[src/rtl/rng_ctrl_mgr.sv]
module rng_ctrl_mgr #(
  parameter int DW          = 32,
  parameter int STARTUP_CYC = 46
) (
  input  logic          clk,
  input  logic          rst_n,
  input  logic          en,
  input  logic          ie,
  input  logic          seed_err,
  input  logic          clk_err,
  input  logic          word_vld,
  input  logic [DW-1:0] word_in,
  input  logic          dr_rd,
  input  logic          seed_flag_clr,
  input  logic          clk_flag_clr,
  output logic          gen_active,
  output logic [DW-1:0] data_o,
  output logic          drdy,
  output logic          seed_stat,
  output logic          seed_flag,
  output logic          clk_flag,
  output logic          irq
);
  localparam int CW = $clog2(STARTUP_CYC + 1);
  localparam logic [CW-1:0] LAST = CW'(STARTUP_CYC - 1);

  typedef enum logic [1:0] {OFF, WARM, RUN, HALT} st_t;
  st_t st, st_nx;
  logic [CW-1:0] cnt;

  wire live     = en && (st == WARM || st == RUN);
  wire seed_hit = live && seed_err;
  wire accept   = en && st == RUN && !clk_err && !seed_err && word_vld;

  assign gen_active = st == RUN;
  assign irq = ie && (drdy || seed_flag || clk_flag);

  always_comb begin
    st_nx = st;
    if (!en) st_nx = OFF;
    else begin
      case (st)
        OFF:  st_nx = seed_stat ? HALT : WARM;
        WARM: if (seed_hit) st_nx = HALT;
              else if (!clk_err && cnt == LAST) st_nx = RUN;
        RUN:  if (seed_hit) st_nx = HALT;
        default: st_nx = HALT;
      endcase
    end
  end

  always_ff @(posedge clk or negedge rst_n) begin
    if (!rst_n) begin
      st        <= OFF;
      cnt       <= '0;
      drdy      <= 1'b0;
      data_o    <= '0;
      seed_stat <= 1'b0;
      seed_flag <= 1'b0;
      clk_flag  <= 1'b0;
    end else begin
      st <= st_nx;
      if (st != WARM) cnt <= '0;
      else if (!clk_err) cnt <= cnt + 1'b1;

      if (seed_hit) drdy <= 1'b0;
      else if (accept) drdy <= 1'b1;
      else if (dr_rd) drdy <= 1'b0;
      if (accept) data_o <= word_in;

      if (seed_hit) seed_stat <= 1'b1;
      else if (!en && !seed_flag) seed_stat <= 1'b0;
      if (seed_hit) seed_flag <= 1'b1;
      else if (seed_flag_clr) seed_flag <= 1'b0;

      if (clk_err) clk_flag <= 1'b1;
      else if (clk_flag_clr) clk_flag <= 1'b0;
    end
  end

  assert_warmup_len_R2: assert property (@(posedge clk) disable iff (!rst_n)
    (st == RUN && $past(st) == WARM) |-> $past(cnt) == LAST);

  assert_drdy_rise_R3: assert property (@(posedge clk) disable iff (!rst_n)
    $rose(drdy) |-> $past(word_vld));

  assert_drdy_fall_R4: assert property (@(posedge clk) disable iff (!rst_n)
    $fell(drdy) |-> $past(dr_rd || seed_err));

  assert_disable_stops_R5: assert property (@(posedge clk) disable iff (!rst_n)
    !en |=> !gen_active);

  assert_seed_flag_R6: assert property (@(posedge clk) disable iff (!rst_n)
    $rose(seed_stat) |-> seed_flag);

  assert_seed_halt_R7: assert property (@(posedge clk) disable iff (!rst_n)
    seed_stat |-> !gen_active);

  assert_clk_hold_R8: assert property (@(posedge clk) disable iff (!rst_n)
    $past(clk_err) && !$past(dr_rd) && !$past(seed_err) |-> $stable(data_o) && $stable(drdy));
endmodule

[config.mk]
export PLATFORM = sky130hd
export DESIGN_NAME = rng_ctrl_mgr
export DESIGN_NICKNAME = d
export VERILOG_FILES = /design/src/rtl/rng_ctrl_mgr.sv
export SDC_FILE = /design/constraint.sdc
export NUM_CORES = 1
export LEC_CHECK = 0
export CAP_MARGIN = 20
export CORE_ASPECT_RATIO = 1.5
export CORE_MARGIN = 2
export CORE_UTILIZATION = 45
export CTS_BUF_LIST = sky130_fd_sc_hd__clkbuf_8
export DETAILED_ROUTE_END_ITERATION = 6
export DONT_BUFFER_PORTS = 1
export SLEW_MARGIN = 10
export SYNTH_ARGS = -nofsm -noshare
export SYNTH_HDL_FRONTEND = slang
export SYNTH_SLANG_ARGS = --single-unit
[constraint.sdc]
create_clock -name clk -period 2.84 [get_ports clk]
set_input_delay 0.284 -clock clk [delete_from_list [all_inputs] [get_ports clk]]
set_output_delay 0.284 -clock clk [all_outputs]
set_load 0.01 [all_outputs]
==> flow_summary.ini <==
[run_status]
run_status = finished clean

[yosys]
synth.distinct_cells = 27
synth_top_area_share_pct = 59.4
synth_seq_cells = 44
synth_sequential_area_ratio_pct = 59.4
syn-cell-area_um2 = 1850
netlist.top_cell.by_area = sky130_fd_sc_hd__dfrtp_1
syn-num-nets = 178
yosys_warnings = 0
ys_top_cells_by_area = sky130_fd_sc_hd__dfrtp_1, sky130_fd_sc_hd__mux2_2, sky130_fd_sc_hd__ha_1
syn-mean-instance-area_um2 = 14.2
netlist_instances = 131

[final_layout]
final_common_cell = sky130_fd_sc_hd__dfrtp_1
layout-area-overhead-vs-synth_pct = 6.88
layout-drive-gt1-share_pct = 32.8
design.final.nets = 183
antenna-diode-count = 0
most_frequent_cells_in_the_layout = sky130_fd_sc_hd__dfrtp_1, sky130_fd_sc_hd__mux2_2, sky130_fd_sc_hd__inv_1
final_util_pct = 50.1
postLayoutCellArea_um2 = 1980

[sta]
worst_slew_margin_rel_pct = 52.4
finalClockSkew_ns = 0.00575
rsz_0062_raised_after_global_routing = no
report.final.setup_viol = 0
timing.fmax_mhz = 488
final_hold_viol_count = 0
final_max_slew_viol_count = 0
timing.final.crit_share_pct = 72.1
tightest_slew_ns = 0.711
final_period_minus_worst_setup_slack_ns = 2.05
setup_total_negative_slack_ns = 0

[grt]
grt_antenna_before_repair = 0
grt_first_pass_wirelength_mm = 4.84
grt_usage_pct = 13.4
maximum_number_of_pins_on_one_net_before_global_route_repair = 45
vias_in_the_first_global_route = 1055
grt_overflow_total = 0

[floorplanning]
chipWidth_um = 56.4
die_area_um2 = 4660
die_extent_in_y_um = 82.6
initial_utilization_pct = 46.8
ios = 80
std_cell_rows = 28
core_region_area_um2 = 3960

[clocking]
cts_root_buffer = sky130_fd_sc_hd__clkbuf_8
clk_latency_ns = 0.29
cts_htree_levels = 2
hold_buffers = 2
max-clock-path-buffers = 2
cts_resized = 0
cts_post_setup_buffers_inserted = 0
cts_tree = yes
cts.clk_slew.worst_paths_ns = 0.08
cts_buffers = 5
clock_sinks = 44

[worst_setup_path]
crit_fanout = 33
critPathRequiredTime_ns = 3.01
critPathLaunchType = flip-flop
arrival_ns = 2.22
path_class = reg2reg
critical_path.endpoint_type = flip-flop

[route]
drt_first_iter_violations = 6
wl_per_cell_um = 16.9
sum_of_routed_wire_length_over_all_layers_mm = 3.08
route.detailed.vias_per_inst = 5.49
routed-via-count = 1000
drc = 0
drt-pass1-iter-count = 3
antenna_violation_net_count_after_detailed_routing = 0

[placed_design]
place.detailed.hpwl_mm = 2.24
io_buffer_count = 0
place_area_um2 = 1860
place_congestion = 0.712

[power]
worst_ir_drop_vdd_uv = 545
power.leakage_nw = 0.955
p_per_area_nw_per_um2 = 981
totalPowerFinal_w = 0.00194

[flow_run]
max_cap_viol_count = 0

[worst_hold_path]
hold_path.class = in2reg
-- layout make-up --
type	count	area, um2
fillers	366	1980
well taps	45	56.3
inverters	8	30.0
repair buffers	2	30.0
multi-input cells	75	671
clock inverters	2	11.3
clock buffers	6	82.6
flip-flops and latches	44	1100
-- worst paths after layout --
| check | start | end | slack, ns | cells past startpoint |
|---|---|---|---|---|
| max | st[0] | data_o[5] | 0.79 | 5 |
| min | clk_err | clk_flag | 0.09 | 1 |
| max reg2reg | st[0] | data_o[5] | 0.79 | 5 |
| min reg2reg | st[0] | st[0] | 0.56 | 1 |
| max in group asynchronous | rst_n | data_o[31] | 2.18 | 2 |
| min in group asynchronous | rst_n | st[1] | 0.44 | 2 |
-- cells in the mapped netlist (all sizes together) --
master   count
or3          2
o31a         1
ha           5
and2b        1
inv          8
clkbuf       3
nand4b       2
dfrtp       44
nand3b       1
o21ai        2
o211ai       1
a2bb2oi      1
buf          1
mux2i        1
a21o         1
o31ai        1
xnor2        1
nand3        1
xor2         3
nand2        4
a31oi        1
nand4        1
nor2         7
mux2        33
a21oi        4
and4bb       1
-- power breakdown --
part / total (W) / internal, W / switching, W
logic: 0.000401 / 0.000233 / 0.000168
registers: 0.00115 / 0.000872 / 0.000277
clock network: 0.000393 / 0.000194 / 0.000200
total: 0.00194 / 0.00130 / 0.000645
-- sequential cells by signal, summed over array words and instances (netlist names) --
name and cells:
data_o 32, cnt 6, st 2, clk_flag 1, drdy 1, seed_flag 1, seed_stat 1
-- worst max-delay path, stage by stage, from the launching register on --
cell,delay [ns]
sky130_fd_sc_hd__dfrtp_1,0.38
sky130_fd_sc_hd__inv_1,0.07
sky130_fd_sc_hd__ha_1,0.27
sky130_fd_sc_hd__and4bb_2,0.26
sky130_fd_sc_hd__nand2_2,0.53
sky130_fd_sc_hd__mux2_2,0.41
-- stage by stage --
step	worst slack [ns]	cells	hold WS [ns]
finish	0.791	182	0.0902
global route	0.643	182	0.0808
CTS	0.736	182	0.0793
detailed placement	0.752	172	-0.0101
global placement	0.865	172	-0.0104
floorplan	1.12	131	-0.0116
-- metal layers --
layer / up-vias / GRT usage [%] / share of wire [%]
met4: 0 / 6.43 / 1.7
met1: 492 / 14.5 / 36
li1: 459 / - / -
met3: 5 / 4.67 / 7.3
met2: 44 / 23.5 / 55
met5: - / 0 / 0
-- logic make-up after synthesis --
group,share of synthesized area [%]
xor+xnor,1.89
mux,20.6
flops,59.4
buf+inv,4.45
simple gates,6.14
compound gates,4.18
fa+ha+maj,3.37
Power figures use the tool's default switching activity.
